**config.mk**
```make
export PLATFORM = sky130hd
export DESIGN_NAME = uart_regif
export DESIGN_NICKNAME = d
export VERILOG_FILES = /design/src/rtl/uart_regif_pkg.sv /design/src/rtl/uart_rx_queue.sv /design/src/rtl/uart_tx_hold.sv /design/src/rtl/uart_regif.sv
export SDC_FILE = /design/constraint.sdc
export NUM_CORES = 1
export LEC_CHECK = 0
export CORE_ASPECT_RATIO = 1.5
export CORE_MARGIN = 2
export CORE_UTILIZATION = 25
export CTS_CLUSTER_SIZE = 28
export DETAILED_ROUTE_END_ITERATION = 10
export SYNTH_ARGS = -nofsm -noshare
export SYNTH_HDL_FRONTEND = slang
export SYNTH_SLANG_ARGS = --single-unit
```
**constraint.sdc**
```tcl
create_clock -name clk -period 2.6 [get_ports clk]
set_input_delay 0.78 -clock clk [delete_from_list [all_inputs] [get_ports clk]]
set_output_delay 0.78 -clock clk [all_outputs]
set_load 0.05 [all_outputs]
```
**src/rtl/uart_regif_pkg.sv**
```systemverilog
package uart_regif_pkg;
   localparam int unsigned REG_W = 8;

   typedef enum logic [2:0] {
      SEL_ID0   = 3'd0,
      SEL_ID1   = 3'd1,
      SEL_ID2   = 3'd2,
      SEL_ID3   = 3'd3,
      SEL_DATA  = 3'd4,
      SEL_STAT  = 3'd5,
      SEL_BAUDL = 3'd6,
      SEL_BAUDH = 3'd7
   } reg_sel_e;

   // status bit positions, decoded by software
   localparam int unsigned ST_FERR    = 0;
   localparam int unsigned ST_OVR     = 1;
   localparam int unsigned ST_RXIE    = 2;
   localparam int unsigned ST_RXFULL  = 3;
   localparam int unsigned ST_RXONE   = 4;
   localparam int unsigned ST_RXEMPTY = 5;
   localparam int unsigned ST_TXIE    = 6;
   localparam int unsigned ST_TXEMPTY = 7;
endpackage

```
**src/rtl/uart_rx_queue.sv**
```systemverilog
module uart_rx_queue #(
   parameter int unsigned DEPTH  = 4,
   parameter int unsigned DATA_W = 8
) (
   input  logic                         clk,
   input  logic                         rst_n,
   input  logic                         push,
   input  logic [DATA_W-1:0]            push_data,
   input  logic                         pop,
   output logic [DATA_W-1:0]            head,
   output logic [$clog2(DEPTH+1)-1:0]   cnt,
   output logic                         full,
   output logic                         one_left,
   output logic                         empty
);
   localparam int unsigned PTR_W = (DEPTH > 1) ? $clog2(DEPTH) : 1;
   localparam int unsigned CNT_W = $clog2(DEPTH + 1);
   localparam logic [PTR_W-1:0] LAST_PTR = PTR_W'(DEPTH - 1);

   generate
      if (DEPTH < 2) begin : g_depth_bad
         $error("uart_rx_queue: DEPTH must be at least 2");
      end
   endgenerate

   logic [DATA_W-1:0] slots [DEPTH];
   logic [PTR_W-1:0]  wr_ptr, rd_ptr;
   logic              do_push, do_pop;

   assign full     = (cnt == CNT_W'(DEPTH));
   assign one_left = (cnt == CNT_W'(DEPTH - 1));
   assign empty    = (cnt == '0);
   assign do_push  = push & ~full;
   assign do_pop   = pop & ~empty;
   assign head     = slots[rd_ptr];

   function automatic logic [PTR_W-1:0] bump(input logic [PTR_W-1:0] p);
      return (p == LAST_PTR) ? '0 : p + 1'b1;
   endfunction

   always_ff @(posedge clk or negedge rst_n) begin
      if (!rst_n) begin
         wr_ptr <= '0;
         rd_ptr <= '0;
         cnt    <= '0;
         for (int i = 0; i < int'(DEPTH); i++) slots[i] <= '0;
      end else begin
         if (do_push) begin
            slots[wr_ptr] <= push_data;
            wr_ptr        <= bump(wr_ptr);
         end
         if (do_pop) rd_ptr <= bump(rd_ptr);
         case ({do_push, do_pop})
            2'b10:   cnt <= cnt + 1'b1;
            2'b01:   cnt <= cnt - 1'b1;
            default: cnt <= cnt;
         endcase
      end
   end
endmodule

```
**src/rtl/uart_tx_hold.sv**
```systemverilog
module uart_tx_hold #(
   parameter int unsigned DATA_W = 8
) (
   input  logic              clk,
   input  logic              rst_n,
   input  logic              load,
   input  logic [DATA_W-1:0] load_data,
   input  logic              accept,
   output logic              valid,
   output logic [DATA_W-1:0] data
);
   always_ff @(posedge clk or negedge rst_n) begin
      if (!rst_n) begin
         valid <= 1'b0;
         data  <= '0;
      end else if (valid) begin
         if (accept) valid <= 1'b0;
      end else if (load) begin
         valid <= 1'b1;
         data  <= load_data;
      end
   end
endmodule

```
**src/rtl/uart_regif.sv**
```systemverilog
module uart_regif
   import uart_regif_pkg::*;
#(
   parameter int unsigned ADDR_W     = 5,
   parameter int unsigned RX_DEPTH   = 4,
   parameter logic [31:0] ID_WORD    = 32'h0153_4D41,
   parameter logic [15:0] BAUD_RESET = 16'h0000
) (
   input  logic              clk,
   input  logic              rst_n,
   input  logic [ADDR_W-1:0] bus_addr,
   input  logic [7:0]        bus_wdata,
   input  logic              bus_wr,
   input  logic              bus_rd,
   output logic [7:0]        bus_rdata,
   output logic              irq,
   output logic [7:0]        tx_byte,
   output logic              tx_valid,
   input  logic              tx_accept,
   input  logic [7:0]        rx_byte,
   input  logic              rx_push,
   input  logic              rx_ferr,
   output logic [15:0]       baud_div
);
   localparam int unsigned CNT_W  = $clog2(RX_DEPTH + 1);
   localparam int unsigned N_ID   = 4;

   generate
      if (ADDR_W < 5) begin : g_addr_bad
         $error("uart_regif: ADDR_W must cover eight word registers");
      end
   endgenerate

   reg_sel_e            sel;
   logic [REG_W-1:0]    id_byte [N_ID];
   logic [REG_W-1:0]    rxq_head, last_rd, baud_lo, baud_hi, status;
   logic [CNT_W-1:0]    rx_cnt;
   logic                rxq_full, rxq_one, rxq_empty;
   logic                rxie, txie, ovr, ferr;
   logic                rd_data, wr_data, wr_stat, ovr_evt, ferr_evt;

   genvar k;
   generate
      for (k = 0; k < N_ID; k++) begin : g_id
         assign id_byte[k] = ID_WORD[8*k +: 8];
      end
   endgenerate

   assign sel      = reg_sel_e'(bus_addr[4:2]);
   assign rd_data  = bus_rd & (sel == SEL_DATA);
   assign wr_data  = bus_wr & (sel == SEL_DATA);
   assign wr_stat  = bus_wr & (sel == SEL_STAT);
   assign ovr_evt  = rx_push & rxq_full;
   assign ferr_evt = rx_push & rx_ferr;

   uart_rx_queue #(.DEPTH(RX_DEPTH), .DATA_W(REG_W)) u_rxq (
      .clk(clk), .rst_n(rst_n),
      .push(rx_push), .push_data(rx_byte), .pop(rd_data),
      .head(rxq_head), .cnt(rx_cnt),
      .full(rxq_full), .one_left(rxq_one), .empty(rxq_empty)
   );

   uart_tx_hold #(.DATA_W(REG_W)) u_txh (
      .clk(clk), .rst_n(rst_n),
      .load(wr_data), .load_data(bus_wdata), .accept(tx_accept),
      .valid(tx_valid), .data(tx_byte)
   );

   always_ff @(posedge clk or negedge rst_n) begin
      if (!rst_n) begin
         rxie    <= 1'b0;
         txie    <= 1'b0;
         ovr     <= 1'b0;
         ferr    <= 1'b0;
         last_rd <= '0;
         baud_lo <= BAUD_RESET[7:0];
         baud_hi <= BAUD_RESET[15:8];
      end else begin
         if (wr_stat) begin
            rxie <= bus_wdata[ST_RXIE];
            txie <= bus_wdata[ST_TXIE];
            ovr  <= (ovr  & bus_wdata[ST_OVR])  | ovr_evt;
            ferr <= (ferr & bus_wdata[ST_FERR]) | ferr_evt;
         end else begin
            ovr  <= ovr  | ovr_evt;
            ferr <= ferr | ferr_evt;
         end
         if (rd_data && !rxq_empty) last_rd <= rxq_head;
         if (bus_wr && sel == SEL_BAUDL) baud_lo <= bus_wdata;
         if (bus_wr && sel == SEL_BAUDH) baud_hi <= bus_wdata;
      end
   end

   always_comb begin
      status              = '0;
      status[ST_FERR]     = ferr;
      status[ST_OVR]      = ovr;
      status[ST_RXIE]     = rxie;
      status[ST_RXFULL]   = rxq_full;
      status[ST_RXONE]    = rxq_one;
      status[ST_RXEMPTY]  = rxq_empty;
      status[ST_TXIE]     = txie;
      status[ST_TXEMPTY]  = ~tx_valid;
   end

   always_comb begin
      case (sel)
         SEL_DATA:  bus_rdata = rxq_empty ? last_rd : rxq_head;
         SEL_STAT:  bus_rdata = status;
         SEL_BAUDL: bus_rdata = baud_lo;
         SEL_BAUDH: bus_rdata = baud_hi;
         default:   bus_rdata = id_byte[sel[1:0]];
      endcase
   end

   assign irq      = (rxie & ~rxq_empty) | (txie & ~tx_valid);
   assign baud_div = {baud_hi, baud_lo};
endmodule

```
==> impl_metrics.tcl, run 1 <==
set metrics [dict create \
    critPathMaxStageDelay_ps 540 \
    fin_ws_ps -269 \
    setup-violations-final 8 \
    yosysMostFrequentCell "dfrtp_1" \
    antenna_found_initial 0 \
    r2r_end "u_rxq.cnt[2]" \
    endpoint "bus_rdata[3]" \
    synth_area_sq_mm 0.00362 \
    clkSinkCount 76 \
    grt_max_degree 37 \
    ant_nets 0 \
    routed_via_density 4.49 \
    worstPathMaxFanout 7 \
    synth-edff-count 0 \
    yosysSeqAreaShare_pct 52.5 \
    wl_per_cell_um 16.3 \
    hold_viol 0 \
    start_util_pct 25.6 \
    hp-class "primary input to async pin" \
    synth_top_area_share_pct 52.5 \
    wl_um 8880 \
    synth_common_cells "dfrtp_1 (76), mux2_2 (72), inv_1 (10)" \
    maxSlewViolCount 0 \
    cts-hold-fix-buffers 0 \
    gr-total-overflow 0 \
    rsz0062_at_grt "yes" \
    finalPower_w 0.00566 \
    max_freq_mhz 349 \
    clk_pin_slew_ps 60 \
    r2r_cells 9 \
    fp.dieArea_sq_mm 0.0155 \
    reg2reg_from "u_rxq.cnt[1]" \
    violations "negative setup slack" \
    synth_cells 255 \
    top_layer "met4" \
    core_area_sq_mm 0.0141 \
    port_buffers 59 \
    crit_slowest_cell "mux4_2" \
    grt_usage_pct 12.3 \
    synthTopCellsByArea "dfrtp_1 (53%), mux2_2 (22%), mux4_1 (3.6%)" \
    worstPathCellList "mux4_2 -> and3_4 -> a2111o_2 -> buf_12" \
    synth_top_area_cell "dfrtp_1" \
    hold_ws_ps 419 \
    worst_setup_path_start_kind "flop" \
    ys_warn_count 0 \
    n_antenna_cell 0 \
    gp_congestion 0.773 \
    syn_nets 290 \
    period_minus_slack_ps 2870 \
    critical_path_required_ps 1820 \
    drcViolationCount 0 \
    first_pass_iters 4 \
    ctsHtreeMaxLevel 3 \
    ys.flop_type "dfrtp_1" \
    vias 2444 \
    syn_avg_cell_area_sq_um 14.2 \
    syn2layout_area_growth_pct 43.2 \
    rrSetupSlack_ps 370 \
    critical_path_class "flop to output pin" \
    cts_tree "yes" \
    tightest_slew_ps 523 \
    layout-drive-gt1-share_pct 47.2 \
    grt_pass1_wl_um 14200 \
    setup_tns_ps -1680 \
    p_per_area_mw_per_mm2 1090 \
    die_w_um 102 \
    numCtsBuffers 9 \
    drt-initial-drc-count 84 \
    io_pins 62 \
    p_leak_nw 2.19 \
    finClkSkew_ps 6.07 \
    ys_ff_latch 76 \
    grt_pass1_vias 2646 \
    status "complete, but fails checks" \
    fin_crit_sh_pct 110 \
    root_buffer "clkbuf_16" \
    wl_met1_um 3520 \
    wl_met3_um 390 \
    dp_hpwl_um 6490 \
    clk_latency_ps 340 \
    nets 382 \
    cp.arrival_ps 2090 \
    die_y_um 151 \
    rows 53 \
    async_flop_share_pct 100 \
    slew_headroom_pct 65.0 \
    cts_buffer_depth 2 \
    fillers 1365 \
    cap_violations 0 \
    end_kind "output pin" \
    ir_drop_mv 0.425 \
    dr_wl_met2_um 4790 \
    startpoint "u_rxq.rd_ptr[0]" \
    synth_cell_types 44 \
]
[cells in the final DEF, fill, tap and decap left out, types with 6 or more instances in the layout]
cell and count:
clkbuf_16 9, inv_1 10, dfrtp_1 74, buf_4 24, mux2i_1 6, buf_12 10
ha_1 6, buf_6 9, nand3_2 7, mux2_2 71, clkdlybuf4s50_1 46, mux4_2 8
[metal layers]
layer	global-route usage, %	vias to the layer above
li1	-	1134
met1	13.6	1244
met2	21.9	56
met3	3.00	10
met4	5.20	0
met5	0	-
[state kept, by name (all words and copies together) (netlist names)]
register	flops
u_rxq.wr_ptr	2
u_txh.data	8
u_rxq.cnt	3
baud_lo	8
baud_hi	8
txie	1
last_rd	8
ovr	1
u_rxq.slots	32
ferr	1
u_rxq.rd_ptr	2
rxie	1
u_txh.valid	1
[worst min path at each step]
stage,endpoint,cells after the start,slack [ps]
after detailed placement,u_rxq.slots[18],1,490
after global routing,u_txh.data[0],1,450
after floorplan,u_rxq.slots[16],1,470
final,u_txh.data[0],1,420
after global placement,u_rxq.slots[9],1,480
after CTS,u_txh.data[4],1,420
[power by group]
group          internal [W]  switching [W]  total [W]
Combinational       0.00120        0.00110    0.00230
Sequential          0.00167       0.000349    0.00202
Clock              0.000865       0.000479    0.00134
[area by class of cell]
cell class,instances,area [sq um],area share [%]
flip-flops and latches,76,1900,36.7
repair buffers,92,972,18.7
clock buffers,12,246,4.75
inverters,10,37.5,0.724
clock inverters,4,72.6,1.40
well taps,192,240,4.63
multi-input cells,158,1710,33.0
[worst max-delay path: cells and delay by family (launching register included)]
kind | cells | cell delay (ps)
buf+inv | 1 | 160
flops | 1 | 490
mux | 1 | 540
simple gates | 1 | 180
compound gates | 1 | 380
[cell families (layout without fill, tap and decap cells)]
family | after synthesis | in the layout | share of synthesized area [%]
XOR/XNOR | 3 | 3 | 0.726
adder cells (fa/ha/maj) | 7 | 7 | 2.63
flip-flops | 76 | 76 | 52.5
multiplexers | 86 | 86 | 29.5
buffers and inverters | 21 | 118 | 2.76
AO/OA/AOI/OAI | 21 | 21 | 4.59
AND/OR/NAND/NOR | 41 | 41 | 7.25
[repair_timing]
item | 4_1_cts | 5_1_grt
pin swaps | 10 | 7
resized for setup | 37 | 11
setup endpoints to repair | 10 | 10
setup buffers | 5 | 2
gates cloned | 1 | 0
[per-stage QoR]
| stage | cells | utilization [%] | worst slack [ps] | instance area, sq um |
|---|---|---|---|---|
| 3_3_place_gp | 520 | 33.2 | -621 | 4690 |
| 6_report | 544 | 36.7 | -269 | 5190 |
| 4_1_cts | 542 | 36.3 | -311 | 5130 |
| 2_1_floorplan | 255 | - | -174 | 3680 |
| 3_5_place_dp | 520 | 33.2 | -592 | 4690 |
| 5_1_grt | 544 | 36.7 | -336 | 5190 |
No activity file was read; power rests on OpenSTA's default activity.
==> run 2, diff against run 1 <==
--- a/config.mk
+++ b/config.mk
@@ -10,6 +10,7 @@
 export CORE_UTILIZATION = 25
 export CTS_CLUSTER_SIZE = 28
 export DETAILED_ROUTE_END_ITERATION = 10
+export PLACE_DENSITY_LB_ADDON = 0.1
 export SYNTH_ARGS = -nofsm -noshare
 export SYNTH_HDL_FRONTEND = slang
 export SYNTH_SLANG_ARGS = --single-unit
==> run 2 against run 1 <==
Compared with the run above:
- the run still ends with negative setup slack left
- critical path depth grew 1
- sequential share of layout area shrank 1.1 points
- count of clock-buffer cells in the layout shrank 2
- die area is the same
- clock skew shrank 1.1 ps
- flip-flop and latch count is the same
- global-route usage grew 1.0 points
- sequential power is essentially flat
- register-to-register slack lost 140 ps
- clock power grew 7%
- via count grew 1.2%
- critical path type unchanged
- largest cell class unchanged
==> impl_metrics.tcl, run 2 (synthesized netlist as in run 1, its figures left out) <==
set metrics [dict create \
    final_cells 551 \
    nets 389 \
    cp_common_cell "buf_12" \
    slew_headroom_pct 66.2 \
    finClkSkew_ps 4.97 \
    cts_buffer_depth 2 \
    tightest_slew_ps 506 \
    die_y_um 151 \
    first_pass_iters 4 \
    cts-hold-fix-buffers 0 \
    grt_usage_pct 13.3 \
    multi_input_area_sq_mm 0.00176 \
    core_area_sq_mm 0.0141 \
    die_w_um 102 \
    grt_pass1_wl_um 15100 \
    startpoint "u_rxq.rd_ptr[0]" \
    gp_congestion 0.830 \
    largest_reg_flops 32 \
    pwr-share-seq_pct 33.9 \
    clk_pin_slew_ps 60 \
    p_switching_w 0.00196 \
    gr-total-overflow 0 \
    mostFrequentLayoutCells "dfrtp_1 (75), mux2_2 (71), clkdlybuf4s50_1 (46), buf_4 (32), buf_12 (14)" \
    worstPathMaxFanout 5 \
    regMostFlops "u_rxq.slots" \
    root_buffer "clkbuf_16" \
    critPathMaxStageDelay_ps 510 \
    combPwrFrac_pct 41.5 \
    layout-drive-gt1-share_pct 51.3 \
    drt-initial-drc-count 28 \
    ir_drop_mv 0.387 \
    grt_max_degree 37 \
    maxSlewViolCount 0 \
    status "complete, but fails checks" \
    crit_slowest_cell "mux4_2" \
    hold_viol 0 \
    setup-violations-final 8 \
    end_kind "output pin" \
    ant_nets 0 \
    port_buffers 59 \
    fp.dieArea_sq_mm 0.0155 \
    worst_setup_path_start_kind "flop" \
    critical_path_required_ps 1820 \
    rsz0062_at_grt "yes" \
    sw_frac_of_total_pct 33.5 \
    cts_tree "yes" \
    cp.arrival_ps 2090 \
    hold_ws_ps 414 \
    fin_crit_sh_pct 110 \
    routed_via_density 4.49 \
    fillers 1367 \
    dp.cells 526 \
    regArea_sq_mm 0.00190 \
    worstPathCellList "buf_12 -> mux4_2 -> and3_4 -> a2111o_2 -> buf_12" \
    reg2reg_from "u_rxq.cnt[0]" \
    vias 2474 \
    intPower_w 0.00390 \
    dp_hpwl_um 6870 \
    max_freq_mhz 349 \
    p_per_area_mw_per_mm2 1100 \
    cap_violations 0 \
    rows 53 \
    grt_pass1_vias 2704 \
    clkSinkCount 76 \
    p_leak_nw 2.26 \
    antenna_found_initial 0 \
    start_util_pct 25.6 \
    period_minus_slack_ps 2870 \
    numCtsBuffers 9 \
    clockPowerShare_pct 24.6 \
    io_pins 62 \
    n_antenna_cell 0 \
    wl_per_cell_um 17.2 \
    clk_latency_ps 330 \
    drcViolationCount 0 \
    finalPower_w 0.00586 \
    ctsHtreeMaxLevel 3 \
    wl_um 9470 \
    mostFrequentLayoutCell "dfrtp_1" \
    hp-class "primary input to async pin" \
    fin_ws_ps -268 \
    critical_path_class "flop to output pin" \
    violations "negative setup slack" \
    syn2layout_area_growth_pct 47.6 \
]
run 2: worst paths after layout:
check | end | slack, ps | cells past startpoint
max | bus_rdata[3] | -270 | 5
min | u_rxq.slots[18] | 410 | 1
max reg2reg | u_rxq.cnt[2] | 230 | 10
min reg2reg | u_rxq.slots[11] | 500 | 1
max in group asynchronous | u_rxq.rd_ptr[0] | 1570 | 2
min in group clk | u_rxq.slots[11] | 500 | 1
run 2: power groups by stage:
stage	registers [W]	logic [W]	clock network, W
2_1_floorplan	0.00218	0.00123	0
3_3_place_gp	0.00196	0.00222	0
3_5_place_dp	0.00198	0.00224	0
4_1_cts	0.00199	0.00246	0.00148
5_1_grt	0.00205	0.00261	0.00154
6_report	0.00199	0.00243	0.00144
run 2: final cells by class:
cell class / count / area share (%)
clock buffer: 10 / 4.28
tap: 192 / 4.49
timing repair buffer: 99 / 20.0
sequential: 76 / 35.6
multi-input combinational: 158 / 32.8
inverter: 10 / 0.702
clock inverter: 6 / 2.11
run 2: what timing repair did:
| action | in CTS | in global routing |
|---|---|---|
| cloned | 1 | 0 |
| buffers inserted | 9 | 1 |
| hold endpoints to repair | 0 | 0 |
| endpoints found under the setup margin | 9 | 8 |
| resized for setup | 56 | 2 |
| pin swaps | 15 | 5 |
run 2: routing by layer:
layer  vias up  part of all wire (%)  GRT usage (%)
li1       1142                     -              -
met1      1270                    42           15.4
met2        50                    53           23.4
met3        12                   3.3           2.68
met4         0                   2.0           5.60
met5         -                     0              0
run 2: worst max-delay path: cells and delay by family, from the launching register on:
kind / cells / cell delay (ps)
mux: 1 / 510
flops: 1 / 380
compound gates: 1 / 380
buf+inv: 2 / 280
simple gates: 1 / 190
run 2: stage by stage:
step / util, % / instance area (sq um) / setup TNS [ps] / setup slack [ps]
2_1_floorplan: - / 3680 / -446 / -174
3_3_place_gp: 33.8 / 4770 / -6250 / -883
3_5_place_dp: 33.8 / 4770 / -5950 / -866
4_1_cts: 37.9 / 5350 / -1770 / -279
5_1_grt: 37.9 / 5350 / -2100 / -318
6_report: 37.9 / 5350 / -1620 / -268
==> run 3, diff against run 2 <==
--- a/config.mk
+++ b/config.mk
@@ -10,6 +10,7 @@
 export CORE_UTILIZATION = 25
 export CTS_CLUSTER_SIZE = 28
 export DETAILED_ROUTE_END_ITERATION = 10
+export GPL_ROUTABILITY_DRIVEN = 0
 export PLACE_DENSITY_LB_ADDON = 0.1
 export SYNTH_ARGS = -nofsm -noshare
 export SYNTH_HDL_FRONTEND = slang
==> constraint.sdc (replaced) <==
create_clock -name clk -period 3.3 [get_ports clk]
set_input_delay 0.99 -clock clk [delete_from_list [all_inputs] [get_ports clk]]
set_output_delay 0.99 -clock clk [all_outputs]
set_load 0.05 [all_outputs]
==> run 3 against run 2 <==
Compared with the run above:
- the flow now finishes without violations
- sequential power shrank 21%
- die area is the same
- worst hold slack improved by 84 ps
- register-to-register slack better by 790 ps
- worst setup slack better by 320 ps
- via count decreased by 2.3%
- combinational power down 32%
- global-route usage is 0.75 points lower
- largest power group unchanged
- cell count shrank 2.4%
- critical endpoint is now bus_rdata[1]
- clock power down 38%
==> impl_metrics.tcl, run 3 (synthesized netlist as in run 1, its figures left out) <==
set metrics [dict create \
    cap_violations 0 \
    grt_usage_pct 12.5 \
    regMostFlops "u_rxq.slots" \
    period_minus_slack_ps 3250 \
    grt_pass1_wl_um 14200 \
    critical_path_class "primary input to output pin" \
    rows 53 \
    cts-hold-fix-buffers 0 \
    ant_nets 0 \
    antenna_found_initial 0 \
    start_util_pct 25.6 \
    n_antenna_cell 0 \
    die_w_um 102 \
    multi_input_area_sq_mm 0.00172 \
    ctsHtreeMaxLevel 3 \
    end_kind "output pin" \
    mostFrequentLayoutCells "dfrtp_1 (75), mux2_2 (72), clkdlybuf4s50_1 (46), buf_4 (23)" \
    largest_reg_flops 32 \
    place_area_sq_mm 0.00465 \
    reg2reg_from "u_rxq.cnt[1]" \
    whs_path_depth 1 \
    max_freq_mhz 308 \
    r2r_cells 8 \
    worstPathMaxFanout 5 \
    die_y_um 151 \
    grt_max_degree 77 \
    fillers 1399 \
    combPwrFrac_pct 40.2 \
    regArea_sq_mm 0.00190 \
    worst_setup_path_start_kind "primary input" \
    layout-drive-gt1-share_pct 42.8 \
    first_pass_iters 4 \
    io_pins 62 \
    setup-violations-final 0 \
    cts_buffer_depth 2 \
    setup_tns_ps 0 \
    wl_um 9060 \
    fp.dieArea_sq_mm 0.0155 \
    routed_via_density 4.49 \
    fin_ws_ps 53.3 \
    min_to "u_rxq.slots[18]" \
    pwr-share-seq_pct 38.2 \
    dp_hpwl_um 6430 \
    p_per_area_mw_per_mm2 818 \
    drcViolationCount 0 \
    tightest_slew_ps 1000 \
    finish.instance_area_sq_mm 0.00505 \
    hold_viol 0 \
    maxSlewViolCount 0 \
    core_area_sq_mm 0.0141 \
    clk_pin_slew_ps 60 \
    vias 2417 \
    numCtsBuffers 9 \
    syn2layout_area_growth_pct 39.6 \
    cp.arrival_ps 2260 \
    pre_cts_ws_ps -337 \
    hp-class "flop to flop" \
    p_switching_w 0.00147 \
    root_buffer "clkbuf_16" \
    wl_per_cell_um 16.8 \
    clk_latency_ps 340 \
    nets 377 \
    port_buffers 59 \
    cts_tree "yes" \
    hp-start "u_rxq.slots[18]" \
    mostFrequentLayoutCell "dfrtp_1" \
    p_leak_nw 2.15 \
    grt_pass1_vias 2560 \
    sw_frac_of_total_pct 35.5 \
    rsz0062_at_grt "no" \
    ir_drop_mv 0.306 \
    clkSinkCount 76 \
    hold_ws_ps 499 \
    startpoint "bus_addr[4]" \
    critical_path_required_ps 2310 \
    clockPowerShare_pct 21.6 \
    finClkSkew_ps 6.66 \
    r2r_end "u_rxq.cnt[2]" \
    drt-initial-drc-count 39 \
    rrSetupSlack_ps 1020 \
    fin_crit_sh_pct 98.4 \
    gr-total-overflow 0 \
    intPower_w 0.00267 \
    status "completed" \
    slew_headroom_pct 33.3 \
]
==> run 3: worst max-delay path by stage <==
stage	endpoint	slack [ps]	cells after the start
3_3_place_gp	bus_rdata[3]	-370	6
5_1_grt	bus_rdata[1]	6	6
4_1_cts	bus_rdata[3]	0.2	8
6_report	bus_rdata[1]	50	6
2_1_floorplan	bus_rdata[0]	30	5
3_5_place_dp	bus_rdata[3]	-340	6
==> run 3: critical path: stages <==
cell           delay, ps
dlygate4sd2_1        270
nor3b_4              180
buf_6                120
and2_4               150
a221o_1              370
buf_12               170
==> run 3: timing repair <==
| action | 4_1_cts | 5_1_grt |
|---|---|---|
| gates resized for setup | 28 | 6 |
| pin swaps | 7 | 0 |
| buffers inserted | 1 | 4 |
| cloned | 1 | 0 |
| endpoints found under the setup margin | 8 | 9 |
==> run 3: cell type report <==
type	count	area share [%]
Timing Repair Buffer	87	17.6
Multi-Input combinational cell	158	34.1
Clock inverter	5	0.594
Clock buffer	10	4.53
Sequential cell	76	37.6
Inverter	10	0.743
Tap cell	192	4.75
==> run 3: metrics by stage <==
step / std cells / util [%] / power [W]
floorplan: 255 / - / 0.00268
global placement: 517 / 32.9 / 0.00321
detailed placement: 517 / 32.9 / 0.00325
CTS: 534 / 35.5 / 0.00420
global route: 538 / 35.8 / 0.00440
finish: 538 / 35.8 / 0.00414
==> run 3: routing by layer <==
metal | vias up | GRT usage [%] | share of wire [%]
met3 | 16 | 1.80 | 2.8
li1 | 1121 | - | -
met5 | - | 0 | 0
met4 | 0 | 6.60 | 3.1
met1 | 1228 | 14.3 | 41
met2 | 52 | 22.2 | 53
==> run 3: power groups by stage <==
stage	combinational [W]	sequential [W]	clock, W
2_1_floorplan	0.000962	0.00172	0
3_3_place_gp	0.00164	0.00158	0
3_5_place_dp	0.00166	0.00159	0
4_1_cts	0.00169	0.00159	0.000925
5_1_grt	0.00179	0.00165	0.000962
6_report	0.00166	0.00158	0.000894
